### src/rtl/cts_irq_pkg.sv
package cts_irq_pkg;

    // Register offsets; bit position of the flag inside each register.
    localparam int unsigned OFS_STATUS = 0;
    localparam int unsigned OFS_MASK   = 1;
    localparam int unsigned OFS_CLEAR  = 2;
    localparam int unsigned FLAG_BIT   = 1;

    typedef enum logic [1:0] {
        SEL_NONE,
        SEL_STATUS,
        SEL_MASK,
        SEL_CLEAR
    } reg_sel_e;

    // One-bit register load request.
    typedef struct packed {
        logic load;
        logic value;
    } bit_load_t;

    function automatic reg_sel_e decode_ofs(input int unsigned ofs);
        case (ofs)
            OFS_STATUS: decode_ofs = SEL_STATUS;
            OFS_MASK:   decode_ofs = SEL_MASK;
            OFS_CLEAR:  decode_ofs = SEL_CLEAR;
            default:    decode_ofs = SEL_NONE;
        endcase
    endfunction

endpackage

### src/rtl/cts_edge_sync.sv
module cts_edge_sync #(
    parameter int STAGES = 2
) (
    input  logic clk,
    input  logic rst,
    input  logic async_in,
    output logic change
);
    localparam int DEPTH = STAGES + 1;

    logic [DEPTH-1:0] chain_q;

    always_ff @(posedge clk) begin
        if (rst) chain_q <= {DEPTH{async_in}};
        else     chain_q[0] <= async_in;
    end

    generate
        for (genvar i = 1; i < DEPTH; i++) begin : g_stage
            always_ff @(posedge clk) begin
                if (!rst) chain_q[i] <= chain_q[i-1];
            end
        end
    endgenerate

    // Compare the last two synchronised samples.
    assign change = chain_q[STAGES-1] ^ chain_q[STAGES];
endmodule

### src/rtl/cts_clear_latch.sv
module cts_clear_latch
    import cts_irq_pkg::*;
(
    input  logic      clk,
    input  logic      rst,
    input  bit_load_t wr,
    input  logic      status_q,
    output logic      latch_q,
    output logic      clr_evt
);
    // A clear happens only when the latch goes from 0 to 1.
    assign clr_evt = wr.load && wr.value && !latch_q;

    always_ff @(posedge clk) begin
        if (rst)            latch_q <= 1'b0;
        else if (wr.load)   latch_q <= wr.value;
        else if (!status_q) latch_q <= 1'b0;
    end
endmodule

### src/rtl/cts_status_reg.sv
module cts_status_reg
    import cts_irq_pkg::*;
(
    input  logic      clk,
    input  logic      rst,
    input  logic      set_evt,
    input  logic      clr_evt,
    input  bit_load_t mask_wr,
    output logic      status_q,
    output logic      mask_q,
    output logic      irq
);
    always_ff @(posedge clk) begin
        if (rst) begin
            status_q <= 1'b0;
            mask_q   <= 1'b0;
        end else begin
            if (set_evt)      status_q <= 1'b1;   // set has priority
            else if (clr_evt) status_q <= 1'b0;
            if (mask_wr.load) mask_q <= mask_wr.value;
        end
    end

    assign irq = status_q & mask_q;
endmodule

### src/rtl/cts_change_irq.sv
module cts_change_irq
    import cts_irq_pkg::*;
#(
    parameter int ADDR_W      = 4,
    parameter int DATA_W      = 16,
    parameter int SYNC_STAGES = 2
) (
    input  logic              clk,
    input  logic              rst,
    input  logic              cts_in,
    input  logic              wr_en,
    input  logic [ADDR_W-1:0] wr_addr,
    input  logic [DATA_W-1:0] wr_data,
    input  logic [ADDR_W-1:0] rd_addr,
    output logic [DATA_W-1:0] rd_data,
    output logic              raw_status,
    output logic              irq_out,
    output logic              clear_latch
);
    reg_sel_e  wr_sel, rd_sel;
    bit_load_t clr_wr, mask_wr;
    logic      cts_change, clr_evt, status_q, mask_q;

    assign wr_sel = decode_ofs(int'(unsigned'(wr_addr)));
    assign rd_sel = decode_ofs(int'(unsigned'(rd_addr)));

    always_comb begin
        clr_wr.load   = wr_en && (wr_sel == SEL_CLEAR);
        clr_wr.value  = wr_data[FLAG_BIT];
        mask_wr.load  = wr_en && (wr_sel == SEL_MASK);
        mask_wr.value = wr_data[FLAG_BIT];
    end

    cts_edge_sync #(.STAGES(SYNC_STAGES)) u_sync (
        .clk      (clk),
        .rst      (rst),
        .async_in (cts_in),
        .change   (cts_change)
    );

    cts_clear_latch u_latch (
        .clk      (clk),
        .rst      (rst),
        .wr       (clr_wr),
        .status_q (status_q),
        .latch_q  (clear_latch),
        .clr_evt  (clr_evt)
    );

    cts_status_reg u_status (
        .clk      (clk),
        .rst      (rst),
        .set_evt  (cts_change),
        .clr_evt  (clr_evt),
        .mask_wr  (mask_wr),
        .status_q (status_q),
        .mask_q   (mask_q),
        .irq      (irq_out)
    );

    assign raw_status = status_q;

    always_comb begin
        rd_data = '0;
        case (rd_sel)
            SEL_STATUS: rd_data[FLAG_BIT] = status_q;
            SEL_MASK:   rd_data[FLAG_BIT] = mask_q;
            default:    rd_data = '0;   // clear register is write-only
        endcase
    end
endmodule

### config.mk
export PLATFORM = sky130hd
export DESIGN_NAME = cts_change_irq
export DESIGN_NICKNAME = d
export VERILOG_FILES = /design/src/rtl/cts_irq_pkg.sv /design/src/rtl/cts_edge_sync.sv /design/src/rtl/cts_clear_latch.sv /design/src/rtl/cts_status_reg.sv /design/src/rtl/cts_change_irq.sv
export SDC_FILE = /design/constraint.sdc
export NUM_CORES = 1
export LEC_CHECK = 0
export CAP_MARGIN = 20
export CORE_UTILIZATION = 21
export DETAILED_ROUTE_END_ITERATION = 8
export PLACE_DENSITY_LB_ADDON = 0.2
export SLEW_MARGIN = 40
export SYNTH_ARGS = -nofsm -noshare
export SYNTH_HDL_FRONTEND = slang
export SYNTH_HIERARCHICAL = 1
export SYNTH_SLANG_ARGS = --single-unit
export TNS_END_PERCENT = 5
### constraint.sdc
create_clock -name clk -period 1.11 [get_ports clk]
set_input_delay 0.111 -clock clk [delete_from_list [all_inputs] [get_ports clk]]
set_output_delay 0.111 -clock clk [all_outputs]
set_load 0.03 [all_outputs]
Yosys cells after proc, flatten, opt, wreduce, memory -nomap -nowiden
Cells that the tools add are included.
Widths: inputs -> output; s select.
{"block": "word_totals", "elab_cells": 33, "ff_bits": 7}
{"block": "op_classes", "mux": 7, "bitwise_logic": 2, "reduce_logical": 8, "eq_ne": 9}
{"cell": "$pmux 2 s3", "n": 2}
{"cell": "$eq 4x1->1 const B", "n": 2}
{"cell": "$eq 4x2->1 const B", "n": 2}
{"cell": "$logic_not 4->1", "n": 2}
{"cell": "$eq 2x2->1 const B", "n": 3}
{"cell": "$logic_and 1x1->1", "n": 4}
{"cell": "$mux 1", "n": 4}
{"cell": "$eq 2x1->1 const B", "n": 1}
{"cell": "$ne 2x2->1 const B", "n": 1}
{"cell": "$pmux 1 s2", "n": 1}
{"cell": "$reduce_bool 2->1", "n": 1}
{"cell": "$and 1x1->1", "n": 1}
{"cell": "$logic_not 1->1", "n": 1}
{"cell": "$xor 1x1->1", "n": 1}

Depth between registers and ports, before layout
{"block": "depth", "word_depth": 8, "ltp_mapped": 6, "mapped_depth_nobuf": 6}

Hierarchy
Netlist, hierarchy kept.
{"mod": "cts_change_irq", "cells_per_inst": 28, "area_per_inst_um2": 215.2, "n_inst": 1}
{"mod": "cts_status_reg", "cells_per_inst": 8, "area_per_inst_um2": 78.8, "n_inst": 1}
{"mod": "cts_clear_latch", "cells_per_inst": 5, "area_per_inst_um2": 40.0, "n_inst": 1}
{"mod": "cts_edge_sync", "cells_per_inst": 2, "area_per_inst_um2": 11.3, "n_inst": 1}

Worst setup path before layout
Ideal clock, no wire load.
{"block": "synth_timing", "path_kind": "input to output", "start": "input port rd_addr[0]", "end": "output port rd_data[1]", "stages": 4, "path_buffers": 0, "arrival_time_ns": 1.218, "path_slack_ns": -0.219, "cell_sequence": "xnor2_1 or3_1 ha_1 nor2_1"}
{"block": "synth_between", "elab_chain_cells": 4}
{"item": "from (decl)", "line_no": "cts_change_irq.sv:14", "rtl": "input logic [ADDR_W-1:0] rd_addr,"}
{"item": "$eq 4x2->1 (tied with other cells)", "line_no": "cts_irq_pkg.sv:23", "rtl": "case (ofs)"}
{"item": "$pmux 2 s3 (*)", "line_no": "cts_irq_pkg.sv:23"}
{"item": "$eq 2x2->1 / $eq 2x1->1 (equally long branches)", "line_no": "cts_change_irq.sv:65", "rtl": "case (rd_sel)"}
{"item": "$pmux 1 s2 (*)", "line_no": "cts_change_irq.sv:65"}
{"item": "to (decl)", "line_no": "cts_change_irq.sv:15", "rtl": "output logic [DATA_W-1:0] rd_data,"}
Every way passes the cells marked *; elsewhere a longest branch is shown, timed or not.

Worst setup path after layout
Ends and elaborated chain as after synthesis.

==> flow_summary.ini <==
[critical_path]
required_ns = 1.00
cp_max_fo = 2
crit_arrival_ns = 1.24
critPathLaunchType = input port
worst_r2r_path_depth = 3
timing.rr.start = u_latch/latch_q
timing.critical_path.from = rd_addr[0]
end_kind = output pin
timing.setup.critical_path_class = in -> out

[pwr]
max-vdd-ir-drop_mv = 0.513
switching_share = 0.352
p_per_area_mw_per_mm2 = 863
internal-power_uw = 327
pwr-share-clk = 0.385
p_sw_uw = 178
power.share.sequential = 0.228
fraction_of_power_consumed_by_combinational_cells = 0.387
report.power.total_uw = 504
power_leakage_nw = 0.265

[final_layout]
layout.cell_area.non_filler_um2 = 584
flow.area_growth_from_synthesis_pct = 69.2
finish.cell_count_without_fillers = 83
antennaDiodeCount = 0
post_route_cells_drive_above_1_share = 0.493
fillerInstances = 167
finalNetCount = 98

[synth]
synth_xor_area_frac = 0.0254
synth.mux.area_fraction = 0.0290
post_synth_and_or_nand_nor_area_fraction = 0.246
synthAdderAreaFrac = 0.0725
syn-cell-area_um2 = 345
asyncSetResetFlopFracSynth = 0
dominant_register_cell_in_the_synthesized_netlist = sky130_fd_sc_hd__dfxtp_1
commonest_cells_in_the_netlist = sky130_fd_sc_hd__buf_4 (16), sky130_fd_sc_hd__dfxtp_1 (3), sky130_fd_sc_hd__nor2_1 (3)
yosysMostFrequentCell = sky130_fd_sc_hd__buf_4
synthTopCellsByArea = sky130_fd_sc_hd__buf_4 (35%), sky130_fd_sc_hd__dfxtp_1 (17%), sky130_fd_sc_hd__ha_1 (7.2%)
yosys_warnings = 8
edff_count_synth = 0
synth.avg_cell_area_um2 = 8.03
yosys_register_bits = 3
synth.distinct_cells = 19
netlist.top_cell.by_area = sky130_fd_sc_hd__buf_4
synth_top_family_by_area = buffers and inverters
synthCells = 43
synth.yosys.seq_area_share = 0.174
synth_compound_area_frac = 0.0616
synth_largest_type_area_fraction = 0.348

[global_routing]
first_global_vias = 273
grt_use_met1 = 0.0961
grtUsageTotal = 0.0883
antenna_found_initial = 0
grt_util_met3 = 0.0733
grt.busiest_layer = met2
globalRouteOverflowTotal = 0
met2_usage = 0.132
grt_max_degree = 5
grt_first_pass_wirelength_mm = 1.13

[min_path]
timing.hold.worst.start = wr_addr[2]
worstHoldPathType = in -> reg
hold_depth = 5

[flow_run]
max_cap_viol_count = 0

[sta]
fin_crit_period_ns = 1.35
setup_viol = 1
rsz0062_at_grt = yes
worst_slack_ns = -0.238
maximum_clock_frequency_mhz = 742
timing_max_transition_violations_final = 0
final_min_period_over_clock_period = 1.21
totalNegativeSetupSlack_ns = -0.238
finClkSkew_ns = 0.00159
timing.final.hold_violations = 0
whs_ns = 0.297

[clock_tree]
clock_latency_of_the_later_clocked_register_in_the_worst_skew_pair_ns = 0.23
worst_setup_hold_path_clk_slew_ns = 0.04
ctsHoldBuffers = 0
cts_max_path_buffers = 2
numClockSinks = 3
cts-root-buf = sky130_fd_sc_hd__clkbuf_4
tritoncts_buffers = 3
tritoncts = built
htree_levels = 1

[routing]
via_count = 306
detail_route.wl_per_cell_um = 8.78
avgViaCountPerCell = 3.69
first_pass_iters = 4
drt-total-wl_um = 729
ant_nets = 0
drt_first_iter_violations = 6
number_of_remaining_drc_errors = 0

[run_status]
status = finished with violations
violated_checks = setup timing

[floorplanning]
initial_core_util = 0.227
die-width_um = 42.6
core_area_mm2 = 0.00152
chipHeight_um = 42.6
std_cell_rows = 14
top_level_ports = 47
die_area_mm2 = 0.00181

[place]
gpl.final_weighted_congestion = 0.627
placed_cells_incl_taps = 77
post-dp-hpwl_um = 487
port-buffer-count = 15
dpl-instance-area_um2 = 508
-- worst max-delay path: stages --
cell and delay (ns):
sky130_fd_sc_hd__buf_8 0.11, sky130_fd_sc_hd__xnor2_4 0.14, sky130_fd_sc_hd__or3_4 0.34, sky130_fd_sc_hd__ha_4 0.16, sky130_fd_sc_hd__a22oi_2 0.20, sky130_fd_sc_hd__nor2_4 0.04, sky130_fd_sc_hd__buf_6 0.13
-- registers in the layout (all words and copies together) (netlist names) --
| signal | count |
|---|---|
| u_latch/latch_q | 1 |
| u_status/mask_q | 1 |
| u_status/status_q | 1 |
-- power groups by stage --
stage,Clock (mW),Combinational [mW],Sequential (mW)
floorplan,0,0.142,0.122
global placement,0,0.171,0.116
detailed placement,0,0.170,0.116
CTS,0.201,0.181,0.114
global route,0.217,0.207,0.115
finish,0.194,0.195,0.115
-- path summary, 6_finish.rpt --
check / endpoint / slack [ns]
min: u_latch/latch_q / 0.30
max reg2reg: u_status/status_q / 0.37
max: rd_data[1] / -0.24
min reg2reg: u_latch/latch_q / 0.52
-- cell type report --
type / count / area, um^2 / area share
timing repair buffer: 22 / 193 / 0.330
tap: 16 / 20.0 / 0.0343
inverter: 2 / 7.51 / 0.0128
clock buffer: 4 / 26.3 / 0.0450
sequential: 3 / 61.3 / 0.105
multi-input combinational: 36 / 277 / 0.473
-- logic make-up (layout without fill, tap and decap cells) --
| logic type | after synthesis | count (layout) |
|---|---|---|
| xor+xnor | 1 | 1 |
| buf+inv | 18 | 28 |
| compound gates | 3 | 3 |
| simple gates | 13 | 13 |
| mux | 1 | 1 |
| other cells | 2 | 16 |
| fa+ha+maj | 2 | 2 |
| flops | 3 | 3 |
-- per-stage QoR --
stage	setup slack, ns	util
6_report	-0.238	0.383
2_1_floorplan	-0.00790	-
4_1_cts	-0.257	0.368
5_1_grt	-0.256	0.383
3_3_place_gp	-1.03	0.333
3_5_place_dp	-1.06	0.333
-- metal layers --
metal,vias up,part of all wire
li1,153,-
met1,133,0.37
met2,20,0.51
met3,0,0.12
met4,0,0
met5,-,0
-- timing repair --
item	in CTS	in global routing
hold endpoints to repair	0	0
setup endpoints to repair	4	5
pin swaps	8	8
gates resized for setup	25	14
buffers inserted	1	1
-- cells in the final DEF (no fill, tap or decap), types with 2 or more instances in the layout --
| cell | instances |
|---|---|
| sky130_fd_sc_hd__inv_1 | 2 |
| sky130_fd_sc_hd__dfxtp_1 | 2 |
| sky130_fd_sc_hd__nor2_1 | 2 |
| sky130_fd_sc_hd__clkbuf_2 | 4 |
| sky130_fd_sc_hd__buf_4 | 8 |
| sky130_fd_sc_hd__clkdlybuf4s50_1 | 4 |
| sky130_fd_sc_hd__clkbuf_4 | 3 |
| sky130_fd_sc_hd__conb_1 | 16 |
| sky130_fd_sc_hd__nor3b_2 | 2 |
| sky130_fd_sc_hd__buf_6 | 4 |
Power figures use the tool's default switching activity.
